**src/rtl/sbc_host_pkg.sv**
```systemverilog
package sbc_host_pkg;
   localparam logic [1:0] SLOT_PTR  = 2'd0;
   localparam logic [1:0] SLOT_RSV  = 2'd1;
   localparam logic [1:0] SLOT_WIN  = 2'd2;
   localparam logic [1:0] SLOT_CTRL = 2'd3;

   localparam int B_ACK   = 7;
   localparam int B_EN    = 6;
   localparam int B_STA   = 5;
   localparam int B_STO   = 4;
   localparam int B_FLAG  = 3;
   localparam int B_MODE  = 0;

   typedef struct packed {
      logic ack_en;
      logic enable;
      logic start;
      logic stop;
      logic flag;
      logic buffered;
   } ctrl_t;
endpackage

```
**src/rtl/sbc_ctrl_reg.sv**
```systemverilog
module sbc_ctrl_reg
   import sbc_host_pkg::*;
#(
   parameter int                 CODE_W    = 8,
   parameter logic [CODE_W-1:0]  IDLE_CODE = 8'hF8
) (
   input  logic              clk,
   input  logic              rst_n,
   input  logic              wr_en,
   input  logic [7:0]        wdata,
   input  logic              evt_valid,
   input  logic [CODE_W-1:0] evt_code,
   input  logic              bad_count_set,
   input  logic              stop_seen,
   output ctrl_t             ctrl,
   output logic [7:0]        rd_val,
   output logic              irq
);
   logic hw_evt;
   logic unused_bits;

   assign hw_evt      = evt_valid && (evt_code != IDLE_CODE);
   assign unused_bits = ^{wdata[2:1], wdata[B_FLAG]};

   always_ff @(posedge clk or negedge rst_n) begin
      if (!rst_n) begin
         ctrl <= '0;
      end else begin
         if (wr_en) begin
            ctrl.ack_en   <= wdata[B_ACK];
            ctrl.enable   <= wdata[B_EN];
            ctrl.start    <= wdata[B_STA];
            ctrl.buffered <= wdata[B_MODE];
         end
         if (stop_seen)  ctrl.stop <= 1'b0;
         else if (wr_en) ctrl.stop <= wdata[B_STO];
         if (hw_evt || bad_count_set) ctrl.flag <= 1'b1;
         else if (wr_en)              ctrl.flag <= 1'b0;
      end
   end

   always_comb begin
      rd_val         = '0;
      rd_val[B_ACK]  = ctrl.ack_en;
      rd_val[B_EN]   = ctrl.enable;
      rd_val[B_STA]  = ctrl.start;
      rd_val[B_STO]  = ctrl.stop;
      rd_val[B_FLAG] = ctrl.flag;
      rd_val[B_MODE] = ctrl.buffered;
   end

   assign irq = ctrl.flag & ctrl.enable;

   assert_flag_cause_R3 : assert property (@(posedge clk) disable iff (!rst_n)
      $rose(ctrl.flag) |-> $past(hw_evt || bad_count_set));
   assert_write_clears_R4 : assert property (@(posedge clk) disable iff (!rst_n)
      (wr_en && !hw_evt && !bad_count_set) |=> !ctrl.flag);
   assert_stop_cleared_R12 : assert property (@(posedge clk) disable iff (!rst_n)
      stop_seen |=> !ctrl.stop);
endmodule

```
**src/rtl/sbc_indirect_bank.sv**
```systemverilog
module sbc_indirect_bank #(
   parameter int         PTR_W     = 8,
   parameter logic [7:0] OWN_RESET = 8'hE0
) (
   input  logic             clk,
   input  logic             rst_n,
   input  logic             ptr_wr,
   input  logic             win_wr,
   input  logic [7:0]       wdata,
   output logic [PTR_W-1:0] ptr,
   output logic [7:0]       win_rd,
   output logic [7:0]       count_q,
   output logic [7:0]       own_q
);
   localparam logic [PTR_W-1:0] IDX_COUNT = PTR_W'(0);
   localparam logic [PTR_W-1:0] IDX_OWN   = PTR_W'(1);

   logic hit_count, hit_own;
   assign hit_count = (ptr == IDX_COUNT);
   assign hit_own   = (ptr == IDX_OWN);

   always_ff @(posedge clk or negedge rst_n) begin
      if (!rst_n) begin
         ptr     <= '0;
         count_q <= '0;
         own_q   <= OWN_RESET;
      end else begin
         if (ptr_wr)             ptr     <= wdata[PTR_W-1:0];
         if (win_wr && hit_count) count_q <= wdata;
         if (win_wr && hit_own)   own_q   <= wdata;
      end
   end

   always_comb begin
      if (hit_count)    win_rd = count_q;
      else if (hit_own) win_rd = own_q;
      else              win_rd = 8'h00;
   end

   assert_unmapped_inert_R8 : assert property (@(posedge clk) disable iff (!rst_n)
      (win_wr && !ptr_wr && !hit_count && !hit_own) |=> ($stable(count_q) && $stable(own_q)));
endmodule

```
**src/rtl/sbc_count_check.sv**
```systemverilog
module sbc_count_check #(
   parameter int MAX_COUNT = 68
) (
   input  logic       clk,
   input  logic       rst_n,
   input  logic       ctrl_wr,
   input  logic       wr_buffered,
   input  logic [6:0] count,
   output logic       bad_set,
   output logic       go
);
   localparam logic [6:0] LIMIT = 7'(MAX_COUNT);

   logic in_range;
   assign in_range = (count != 7'd0) && (count <= LIMIT);
   assign bad_set  = ctrl_wr && wr_buffered && !in_range;

   always_ff @(posedge clk or negedge rst_n) begin
      if (!rst_n) go <= 1'b0;
      else        go <= ctrl_wr && wr_buffered && in_range;
   end

   assert_go_legal_R10 : assert property (@(posedge clk) disable iff (!rst_n)
      go |-> $past(ctrl_wr && wr_buffered && count != 7'd0 && count <= LIMIT));
   assert_byte_mode_quiet_R11 : assert property (@(posedge clk) disable iff (!rst_n)
      (ctrl_wr && !wr_buffered) |=> !go);
endmodule

```
**src/rtl/sbc_host_regfile.sv**
```systemverilog
module sbc_host_regfile
   import sbc_host_pkg::*;
#(
   parameter int                PTR_W      = 8,
   parameter int                CODE_W     = 8,
   parameter int                MAX_COUNT  = 68,
   parameter logic [7:0]        OWN_RESET  = 8'hE0,
   parameter logic [CODE_W-1:0] IDLE_CODE  = 8'hF8,
   parameter bit                QUIET_READ = 1'b1
) (
   input  logic              clk,
   input  logic              rst_n,
   input  logic              host_cs,
   input  logic              host_rd,
   input  logic              host_wr,
   input  logic [1:0]        host_addr,
   input  logic [7:0]        host_wdata,
   output logic [7:0]        host_rdata,
   input  logic              eng_state_valid,
   input  logic [CODE_W-1:0] eng_state_code,
   input  logic              eng_stop_seen,
   output logic              ctl_ack_en,
   output logic              ctl_enable,
   output logic              ctl_start,
   output logic              ctl_stop,
   output logic              ctl_buffered,
   output logic [6:0]        buf_count,
   output logic              buf_last_nack,
   output logic              buf_go,
   output logic [6:0]        own_addr,
   output logic              own_gc_en,
   output logic              irq_o
);
   initial begin
      assert (PTR_W >= 1 && PTR_W <= 8) else $error("PTR_W out of range");
      assert (MAX_COUNT >= 1 && MAX_COUNT <= 127) else $error("MAX_COUNT out of range");
      assert (CODE_W >= 1) else $error("CODE_W out of range");
   end

   logic             wr_ptr, wr_win, wr_ctrl;
   logic [PTR_W-1:0] ptr;
   logic [7:0]       win_rd, ctrl_rd, count_q, own_q, mux_rd;
   logic             bad_set;
   ctrl_t            ctrl;

   assign wr_ptr  = host_cs && host_wr && (host_addr == SLOT_PTR);
   assign wr_win  = host_cs && host_wr && (host_addr == SLOT_WIN);
   assign wr_ctrl = host_cs && host_wr && (host_addr == SLOT_CTRL);

   sbc_indirect_bank #(.PTR_W(PTR_W), .OWN_RESET(OWN_RESET)) u_bank (
      .clk(clk), .rst_n(rst_n), .ptr_wr(wr_ptr), .win_wr(wr_win),
      .wdata(host_wdata), .ptr(ptr), .win_rd(win_rd),
      .count_q(count_q), .own_q(own_q)
   );

   sbc_count_check #(.MAX_COUNT(MAX_COUNT)) u_cnt (
      .clk(clk), .rst_n(rst_n), .ctrl_wr(wr_ctrl),
      .wr_buffered(host_wdata[B_MODE]), .count(count_q[6:0]),
      .bad_set(bad_set), .go(buf_go)
   );

   sbc_ctrl_reg #(.CODE_W(CODE_W), .IDLE_CODE(IDLE_CODE)) u_ctrl (
      .clk(clk), .rst_n(rst_n), .wr_en(wr_ctrl), .wdata(host_wdata),
      .evt_valid(eng_state_valid), .evt_code(eng_state_code),
      .bad_count_set(bad_set), .stop_seen(eng_stop_seen),
      .ctrl(ctrl), .rd_val(ctrl_rd), .irq(irq_o)
   );

   always_comb begin
      unique case (host_addr)
         SLOT_PTR:  mux_rd = 8'(ptr);
         SLOT_WIN:  mux_rd = win_rd;
         SLOT_CTRL: mux_rd = ctrl_rd;
         default:   mux_rd = 8'h00;
      endcase
   end

   generate
      if (QUIET_READ) begin : g_quiet
         assign host_rdata = (host_cs && host_rd) ? mux_rd : 8'h00;
      end else begin : g_open
         logic unused_rd;
         assign unused_rd  = host_rd;
         assign host_rdata = mux_rd;
      end
   endgenerate

   assign ctl_ack_en    = ctrl.ack_en;
   assign ctl_enable    = ctrl.enable;
   assign ctl_start     = ctrl.start;
   assign ctl_stop      = ctrl.stop;
   assign ctl_buffered  = ctrl.buffered;
   assign buf_count     = count_q[6:0];
   assign buf_last_nack = count_q[7];
   assign own_addr      = own_q[7:1];
   assign own_gc_en     = own_q[0];

   assert_irq_needs_enable_R5 : assert property (@(posedge clk) disable iff (!rst_n)
      $fell(ctl_enable) |-> !irq_o);
endmodule

```
**config.mk**
```make
export PLATFORM = sky130hd
export DESIGN_NAME = sbc_host_regfile
export DESIGN_NICKNAME = d
export VERILOG_FILES = /design/src/rtl/sbc_host_pkg.sv /design/src/rtl/sbc_ctrl_reg.sv /design/src/rtl/sbc_indirect_bank.sv /design/src/rtl/sbc_count_check.sv /design/src/rtl/sbc_host_regfile.sv
export SDC_FILE = /design/constraint.sdc
export NUM_CORES = 1
export LEC_CHECK = 0
export ABC_AREA = 1
export BUFFER_PORTS_ARGS = -buffer_cell sky130_fd_sc_hd__buf_2
export CORE_UTILIZATION = 54
export CTS_CLUSTER_DIAMETER = 30
export CTS_CLUSTER_SIZE = 16
export DETAILED_ROUTE_END_ITERATION = 8
export PLACE_DENSITY = 0.88
export RECOVER_POWER = 100
export SLEW_MARGIN = 10
export SYNTH_ARGS = -nofsm -noshare
export SYNTH_HDL_FRONTEND = slang
export SYNTH_SLANG_ARGS = --single-unit
```
**constraint.sdc**
```tcl
create_clock -name clk -period 3.4 [get_ports clk]
set_clock_uncertainty 0.1 [all_clocks]
set_input_delay 0.34 -clock clk [delete_from_list [all_inputs] [get_ports clk]]
set_output_delay 0.34 -clock clk [all_outputs]
set_load 0.005 [all_outputs]
```
; ---- Word level (Yosys, flattened, before mapping)
; Index checks and enable logic that the tools add are counted.
[classes]
shift = 0
div_mod_pow = 0
reduce_logical = 19
magnitude_cmp = 1
bitwise_logic = 1
n_addsub = 0
n_mux = 8
n_eq_ne = 4
n_mul = 0
[ops]
columns = operator, n
row1 = $mux 8, 3
row2 = $pmux 8 s3, 1
row3 = $logic_and 1x1->1, 12
row4 = $eq 8x1->1 const B, 1
row5 = $logic_not 8->1, 1
row6 = $ne 8x8->1 const B, 1
row7 = $le 7x7->1 const B, 1
row8 = $reduce_bool 7->1, 1
row9 = $eq 2x2->1 const B, 2
row10 = $mux 1, 4
row11 = $reduce_bool 2->1, 2
row12 = $logic_not 2->1, 1
row13 = $and 1x1->1, 1
row14 = $logic_not 1->1, 1
row15 = $logic_or 1x1->1, 1
[word_totals]
latchBits = 0
ramBits = 0
rom_bits = 0
n_memories = 0
ff_bits = 31
output_inout_bits = 31
word_cells = 43
input_bits = 25

; ---- Longest topological paths before layout
; Gate-level depths: netlist of run 1.
[depth]
word_depth = 6
depth_mapped = 7
ltp_nobuf = 7

; ---- Cells and area by module
; A second synthesis of run 1 with hierarchy kept.
[hier_totals]
cells_unflattened = 255
hier_area_um2 = 1899.3
[by_module_without_submodules]
columns = mod, n_inst, seq_area_each_um2, area_each_um2, cells_per_inst
row1 = sbc_indirect_bank, 1, 604.3, 1142.3, 133
row2 = sbc_ctrl_reg, 1, 150.1, 341.6, 46
row3 = sbc_host_regfile, 1, 0.0, 329.1, 61
row4 = sbc_count_check, 1, 25.0, 86.3, 15

; ---- Worst setup path before layout of run 1
; No wires, ideal clock.
[synth_path]
path_type = reg2out
startpoint = register u_bank.ptr[4]
endpoint = output port host_rdata[0]
arrival_ns = 1.097
required_time_ns = 2.960
path_stages_with_launch = 8
slack_ns = 1.863
n_path_buf = 0
path_cell_list = dfrtp_1 -> nor2_1 -> nand2_1 -> nor2_4 -> nand2_1 -> nand2_1 -> nand2_1 -> a21oi_1
[synth_via]
elab_chain_cells = 5
elab_cells_between_ends = 6
cone_classes = 1 x eq/ne / 4 x mux / 1 x reduce/logical
[synth_lines]
columns = item, line_no
row1 = "start, declared", sbc_indirect_bank.sv:10  ; output logic [PTR_W-1:0] ptr,
row2 = "start signal, assigned", sbc_indirect_bank.sv:28  ; if (ptr_wr) ptr <= wdata[PTR_W-1:0];
row3 = $eq 8x1->1, sbc_indirect_bank.sv:20  ; assign hit_own = (ptr == IDX_OWN);
row4 = $mux 8, sbc_indirect_bank.sv:36  ; else if (hit_own) win_rd = own_q;
row5 = $mux 8 (*), sbc_indirect_bank.sv:35  ; if (hit_count) win_rd = count_q;
row6 = $pmux 8 s3 (*), sbc_host_regfile.sv:70  ; unique case (host_addr)
row7 = $mux 8 (*), sbc_host_regfile.sv:80  ; assign host_rdata = (host_cs && host_rd) ? mux_rd : 8'h00;
row8 = "end, declared", sbc_host_regfile.sv:18  ; output logic [7:0] host_rdata,
; Every way passes the cells marked *; elsewhere a longest branch is shown, timed or not.

; ---- Worst setup path in the final report of run 1
[layout_path]
startpoint = register u_bank.ptr[2]
endpoint = output port host_rdata[0]
; The elaborated chain is that of the path after synthesis.

==> results of run 1 <==
[worst max-delay path, delay by kind of cell, from the launching register on]
kind,cells,cell delay [ns]
AND/OR/NAND/NOR,6,0.88
flip-flops,1,0.43
AO/OA/AOI/OAI,1,0.16
buffers and inverters,1,0.14
[cells by family (layout without fill, tap and decap cells)]
logic type      count (synthesis)  count (layout)  synth area share
simple gates                  104             104            0.2820
compound gates                 45              45            0.1714
buf+inv                        34              94           0.09011
flops                          31              31            0.4564
[stage by stage]
step | hold WS [ns] | cell area, sq um | util
after floorplan | -0.05559 | 1708 | -
after global placement | 0.3105 | 1997 | 0.6595
after detailed placement | 0.3142 | 1997 | 0.6595
after CTS | 0.06055 | 2061 | 0.6806
after global routing | 0.04440 | 1958 | 0.6467
final | 0.07022 | 1958 | 0.6467
[layout by cell type (no fill, tap or decap), drive strengths merged, types with 2 or more instances in the layout]
master,instances
nand2,73
buf,39
o21ai,32
inv,30
dfrtp,28
clkbuf,22
nor2,15
nand3,12
a21oi,9
dfstp,3
o22ai,2
nand4,2
nor3,2
[routing by layer]
| layer | wire length [um] | share of wire | vias up | global-route usage |
|---|---|---|---|---|
| met5 | 0 | 0 | - | 0 |
| met4 | 39 | 0.010 | 0 | 0.07823 |
| met3 | 264 | 0.068 | 7 | 0.08482 |
| met2 | 1797 | 0.46 | 73 | 0.3957 |
| met1 | 1771 | 0.46 | 754 | 0.3538 |
| li1 | - | - | 804 | - |
[power by group]
group	switching [W]	internal, W	total [W]
Combinational	0.000144	0.000102	0.000246
Clock	0.000126	0.0000797	0.000206
Sequential	0.0000661	0.000437	0.000503
[sequential cells by signal, indices dropped and copies added (netlist names)]
| signal | flops |
|---|---|
| u_bank.own_q | 8 |
| u_cnt.go | 1 |
| u_bank.ptr | 8 |
| u_bank.count_q | 8 |
| u_ctrl.ctrl | 6 |
[area by class of cell]
type / count / area (sq um) / area share
repair buffers: 56 / 267.8 / 0.1367
clock buffers: 6 / 41.29 / 0.02109
inverters: 30 / 112.6 / 0.05751
flip-flops and latches: 31 / 779.5 / 0.3981
well taps: 44 / 55.05 / 0.02811
multi-input cells: 149 / 689.4 / 0.3521
clock inverters: 2 / 12.51 / 0.006390
[how the worst max path moves through the flow]
stage	startpoint	to	slack, ns
2_1_floorplan	u_bank.ptr[4]	host_rdata[0]	1.86
3_3_place_gp	u_bank.ptr[4]	host_rdata[1]	1.63
3_5_place_dp	u_bank.ptr[2]	host_rdata[3]	1.63
4_1_cts	u_bank.ptr[2]	host_rdata[3]	1.25
5_1_grt	u_bank.ptr[2]	host_rdata[3]	0.84
6_report	u_bank.ptr[2]	host_rdata[0]	1.02
==> flow_summary_export.csv, run 1 <==
group,metric,value,unit
outcome,run_status,"finished with violations",
outcome,failed_checks,"max-capacitance violations, max-slew violations",
pwr,vdd.ir_drop.worst,0.3134,mV
finish,finish.net_count,298,
sta,finalCriticalPeriod,2.381,ns
finish,syn2layout_area_growth,14.65,%
critical_path,worstPathMaxFanout,9,
finish,filler_cell_count,297,
yosys,synth_top_area_cell,"dfrtp_1",
global_route,grt_remaining_overflow,0,
yosys,synth.ff_latch_count,31,
detailed_routing,postRouteWirelength,3873,um
critical_path,r2r_setup_slk,1.37,ns
detailed_routing,route.antenna.remaining_nets,0,
critical_path,r2r-start,"u_bank.ptr[2]",
yosys,mappedNetlistArea,1708,sq um
critical_path,crit_reg_reg_endpoint,"u_bank.count_q[5]",
sta,report.final.slew_viol_count,32,
finish,final-instance-count-excl-fill,318,
yosys,synthesis.instances,214,
sta,peak_clock_frequency_supported_by_timing,0.4200,GHz
yosys,synth_enable_flop_cells,0,
sta,setup-tns-final,0,ns
sta,timing.final.crit_share,0.7003,
critical_path,critical_path_class,"reg2out",
detailed_routing,routed-via-count,1638,
clock_network,cts.clk_slew.worst_paths,0.10,ns
sta,maxSlewHeadroom,-0.07036,
pwr,power_density,487.4,nW/um^2
critical_path,cp_slowest_cell,"dfrtp_1",
critical_path,reg2regPathDepth,6,
detailed_routing,detailedRoute.firstIterationViolations,69,
yosys,synthDominantCellAreaShare,0.4103,
hold_path,hold-path-endpoint,"u_ctrl.ctrl[2]",
floorplanning,die-area,3392,sq um
clock_network,worst_skew_pair_later_pin_latency,0.33,ns
placement,post-place-ws,1.633,ns
sta,setup_repair_after_global_routing_missed_its_margin,"false",
clock_network,cts_inserted_buffers,5,
placement,globalplace.congestion,0.9081,
yosys,ys_async_sr_fraction,1.000,
floorplanning,dieWidth,58.24,um
detailed_routing,wire_per_inst,12.18,um
finish,num_antenna_cells,0,
yosys,synthesis.nets,239,
yosys,syn-mean-instance-area,7.981,sq um
finish,layout-drive-gt1-share,0.2117,
critical_path,delay_of_the_slowest_critical_path_stage,0.43,ns
floorplanning,row_count,20,
critical_path,cp-start-kind,"register",
sta,final.setup.worst_slack,1.019,ns
clock_network,cts_repair_resize_count,0,
floorplanning,core_region_area,3028,sq um
clock_network,cts_hold_repair.buffers,1,
job,timing.max_cap.violations,1,
global_route,globalRouteTotalUtil,0.2593,
floorplanning,ios,56,
critical_path,worstPathCellList,"nor2_1 -> nand2_1 -> nor2_1 -> nand2_1 -> nand2_1 -> nand2_1 -> a21oi_1 -> clkbuf_2",
global_route,grt_pass1_wl,6513,um
floorplanning,fp.dieH,58.24,um
critical_path,cp_arrival,1.94,ns
placement,detailed_place_hpwl,2931,um
floorplanning,initial_utilization,0.5640,
clock_network,maximum_root_to_sink_buffer_count,2,
yosys,post_synth_most_frequent_cells,"68 x nand2_1, 28 x dfrtp_1, 28 x inv_1",
detailed_routing,drt_drc_violations_left,0,
yosys,synth_most_common_cell,"nand2_1",
sta,worst-slew-pin-transition,1.606,ns
detailed_routing,drt_pre_antenna_iters,4,
yosys,postSynth.topFlopCell,"dfrtp_1",
placement,dpl.cell_count,309,
yosys,yosysSeqAreaShare,0.4564,
pwr,total_power,0.0009543,W
clock_network,clock-root-buffer,"clkbuf_4",
critical_path,critical_path_required,2.96,ns
sta,setup_viol_count_final,0,
global_route,first_global_vias,1438,
yosys,cell_variety_after_synth,22,
placement,port_buffers,55,
detailed_routing,viasPerCell,5.151,
hold_path,whs_path_depth,2,
global_route,grt_start_max_net_pins,32,
clock_network,postCtsSetupBuffers,0,
pwr,p_leak,1.020,nW
critical_path,timing.critical_path.to_type,"primary output",
clock_network,clock_tree_from_tritoncts,"built",
hold_path,holdCritStartpoint,"eng_stop_seen",
clock_network,clock_sink_count,31,
global_route,antenna_found_initial,0,
hold_path,hold_path_class,"in2reg",
sta,number_of_hold_violations_in_the_final_report,0,
critical_path,crit_top_cell,"nand2_1",
clock_network,cts.htree.levels,2,
yosys,ys.warnings.count,0,
yosys,synth_area_leaders,"dfrtp_1 41%, nand2_1 15%, o21ai_2 8.2%",
No activity file was read; power rests on OpenSTA's default activity.
==> run 2: changes to the inputs <==
--- a/config.mk
+++ b/config.mk
@@ -5,13 +5,13 @@
 export SDC_FILE = /design/constraint.sdc
 export NUM_CORES = 1
 export LEC_CHECK = 0
-export ABC_AREA = 1
+export ABC_AREA = 0
 export BUFFER_PORTS_ARGS = -buffer_cell sky130_fd_sc_hd__buf_2
-export CORE_UTILIZATION = 54
+export CORE_UTILIZATION = 44
 export CTS_CLUSTER_DIAMETER = 30
 export CTS_CLUSTER_SIZE = 16
 export DETAILED_ROUTE_END_ITERATION = 8
-export PLACE_DENSITY = 0.88
+export PLACE_DENSITY = 0.79
 export RECOVER_POWER = 100
 export SLEW_MARGIN = 10
 export SYNTH_ARGS = -nofsm -noshare
==> constraint.sdc (replaced) <==
create_clock -name clk -period 2.1 [get_ports clk]
set_clock_uncertainty 0.1 [all_clocks]
set_input_delay 0.21 -clock clk [delete_from_list [all_inputs] [get_ports clk]]
set_output_delay 0.21 -clock clk [all_outputs]
set_load 0.005 [all_outputs]
==> run 2 against run 1 <==
The run ends with negative setup slack left. Clock power is 140% higher. Register-to-register slack got worse by 1.5 ns. Final area grew 8.6%. Critical path type unchanged.
==> flow_summary_export.csv, run 2 <==
group,metric,value,unit
global_route,grt_remaining_overflow,0,
floorplanning,row_count,21,
critical_path,delay_of_the_slowest_critical_path_stage,0.54,ns
critical_path,cp_slowest_cell,"or4_4",
job,timing.max_cap.violations,0,
pwr,power_density,773.6,nW/um^2
critical_path,worstPathCellList,"or4_4 -> nor4_4 -> buf_4 -> buf_6 -> nand3_1 -> a31oi_1 -> buf_2",
clock_network,clock-root-buffer,"clkbuf_4",
critical_path,critical_path.startpoint,"u_bank.ptr[6]",
global_route,grt_start_max_net_pins,32,
sta,worst-slew-pin-transition,0.7310,ns
sta,min_hold_slack,0.02646,ns
yosys,synth-compound-area-share,0.07974,
critical_path,r2r-start,"u_bank.ptr[6]",
global_route,globalRouteTotalUtil,0.2394,
critical_path,cp_arrival,2.14,ns
clock_network,clock_sink_count,31,
sta,setup-tns-final,-3.293,ns
finish,num_antenna_cells,0,
sta,final.setup.worst_slack,-0.3481,ns
clock_network,clock_tree_from_tritoncts,"built",
placement,port_buffers,55,
finish,layout-drive-gt1-share,0.5941,
yosys,largest_family_of_logic_cells_by_synthesized_area,"multiplexers",
floorplanning,die-area,3809,sq um
global_route,grt_pass1_wl,6313,um
floorplanning,initial_utilization,0.4665,
yosys,synth_mux_area_frac,0.2576,
sta,maxSlewHeadroom,0.5100,
yosys,synth_most_common_cell,"mux2_2",
detailed_routing,routed-via-count,1376,
global_route,antenna_found_initial,0,
clock_network,worst_skew_pair_later_pin_latency,0.35,ns
detailed_routing,drt_drc_violations_left,0,
critical_path,cp-start-kind,"register",
clock_network,cts.htree.levels,2,
hold_path,holdCritStartpoint,"host_wdata[3]",
finish,mostFrequentLayoutCell,"buf_2",
sta,number_of_hold_violations_in_the_final_report,0,
detailed_routing,viasPerCell,5.548,
yosys,yosys.area_share.simple,0.1443,
placement,globalplace.congestion,0.8283,
sta,peak_clock_frequency_supported_by_timing,0.4085,GHz
finish,syn2layout_area_growth,35.57,%
yosys,synthDominantCellAreaShare,0.4466,
finish,finish.net_count,226,
outcome,run_status,"finished with violations",
yosys,synth_area_leaders,"dfrtp_1 45%, mux2_2 25%, dfstp_2 5.0%",
critical_path,worstPathMaxFanout,3,
detailed_routing,drt_pre_antenna_iters,4,
clock_network,cts_inserted_buffers,5,
yosys,synthXorXnorAreaFrac,0,
placement,detailed_place_hpwl,2944,um
yosys,mappedNetlistArea,1569,sq um
detailed_routing,postRouteWirelength,4110,um
yosys,yosysSeqAreaShare,0.4968,
sta,report.final.slew_viol_count,0,
floorplanning,dieWidth,61.72,um
critical_path,reg2regPathDepth,6,
floorplanning,ios,56,
finish,most_frequent_cells_in_the_layout,"55 x buf_2, 28 x dfrtp_1, 27 x mux2_2",
yosys,synth.ff_latch_count,31,
sta,setup_viol_count_final,23,
pwr,vdd.ir_drop.worst,0.4440,mV
finish,seq_area,779.5,sq um
critical_path,timing.critical_path.to_type,"primary output",
yosys,synth-adder-area-share,0,
yosys,ys_async_sr_fraction,1.000,
pwr,p_leak,1.061,nW
yosys,postSynth.topFlopCell,"dfrtp_1",
clock_network,cts.clk_slew.worst_paths,0.11,ns
yosys,syn-mean-instance-area,11.98,sq um
finish,filler_cell_count,284,
floorplanning,core_region_area,3363,sq um
sta,timing.final.crit_share,1.166,
yosys,synth_enable_flop_cells,0,
placement,dpl-instance-area,1939,sq um
finish,multi_input_comb_area,810.8,sq um
yosys,ys.warnings.count,0,
outcome,failed_checks,"negative setup slack",
detailed_routing,route.antenna.remaining_nets,0,
critical_path,critical_path_required,1.79,ns
yosys,synthesis.instances,131,
sta,setup_repair_after_global_routing_missed_its_margin,"true",
yosys,synthesis.nets,156,
detailed_routing,wire_per_inst,16.57,um
global_route,first_global_vias,1267,
yosys,synth_top_area_cell,"dfrtp_1",
finish,fin_util,0.6324,
floorplanning,fp.dieH,61.72,um
finish,final_design_area_no_fill,2127,sq um
clock_network,maximum_root_to_sink_buffer_count,2,
yosys,cell_variety_after_synth,28,
pwr,total_power,0.001645,W
detailed_routing,detailedRoute.firstIterationViolations,50,
hold_path,hold_path_class,"in2reg",
finish,biggestRegsByFlops,"u_bank.count_q x8, u_bank.own_q x8, u_bank.ptr x8",
yosys,post_synth_most_frequent_cells,"35 x mux2_2, 28 x dfrtp_1, 11 x nand3_1",
critical_path,critical_path_class,"reg2out",
hold_path,whs_path_depth,2,
sta,finalCriticalPeriod,2.448,ns
run 2: cell families after synthesis:
family | count (synthesis)
muxes | 36
and+or+nand+nor | 36
DFF | 31
AOI/OAI and AO/OA | 21
buffers and inverters | 7
run 2: final timing paths:
kind                                endpoint  slack (ns)
setup reg to reg           u_bank.count_q[7]       -0.08
hold reg to reg              u_bank.own_q[0]        0.44
min in group asynchronous      u_bank.ptr[6]        0.34
max in group asynchronous  u_bank.count_q[3]        1.11
setup / recovery               host_rdata[0]       -0.35
hold / removal                 u_bank.ptr[3]        0.03
run 2: power breakdown:
part           internal [W]  total (W)  switching (W)
sequential         0.000684   0.000788       0.000104
clock              0.000281   0.000500       0.000219
combinational      0.000206   0.000357       0.000151
run 2: final cells by class:
| type | count | share of cell area |
|---|---|---|
| clock inverters | 2 | 0.01647 |
| flip-flops and latches | 31 | 0.3665 |
| inverters | 3 | 0.005294 |
| multi-input cells | 93 | 0.3812 |
| repair buffers | 67 | 0.1794 |
| well taps | 46 | 0.02706 |
| clock buffers | 6 | 0.02412 |
run 2: per-layer routing:
metal  GRT usage  vias up  routed length, um
met3     0.06211        6                230
met5           0        -                  0
met4      0.1143        0                 63
li1            -      631                  -
met1      0.3360      694               1809
met2      0.3472       45               2007
run 2: repair_timing:
item                                    CTS  global route
gates cloned                              0             0
endpoints found under the setup margin   17            21
pin swaps                                 3             0
gates resized for setup                  14             2
hold buffers                              2             0
endpoints found under the hold margin    29             0
buffers inserted                          1             1
run 2: critical path: cells and delay by family (launching register included):
kind	cells	cell delay (ns)
flip-flops	1	0.40
buffers and inverters	3	0.42
AND/OR/NAND/NOR	3	0.76
AO/OA/AOI/OAI	1	0.21
run 2: stage by stage:
step	setup WS (ns)	cells
2_1_floorplan	-0.1272	131
3_3_place_gp	0.02011	236
3_5_place_dp	-0.01014	236
4_1_cts	-0.3362	247
5_1_grt	-0.4589	248
6_report	-0.3481	248
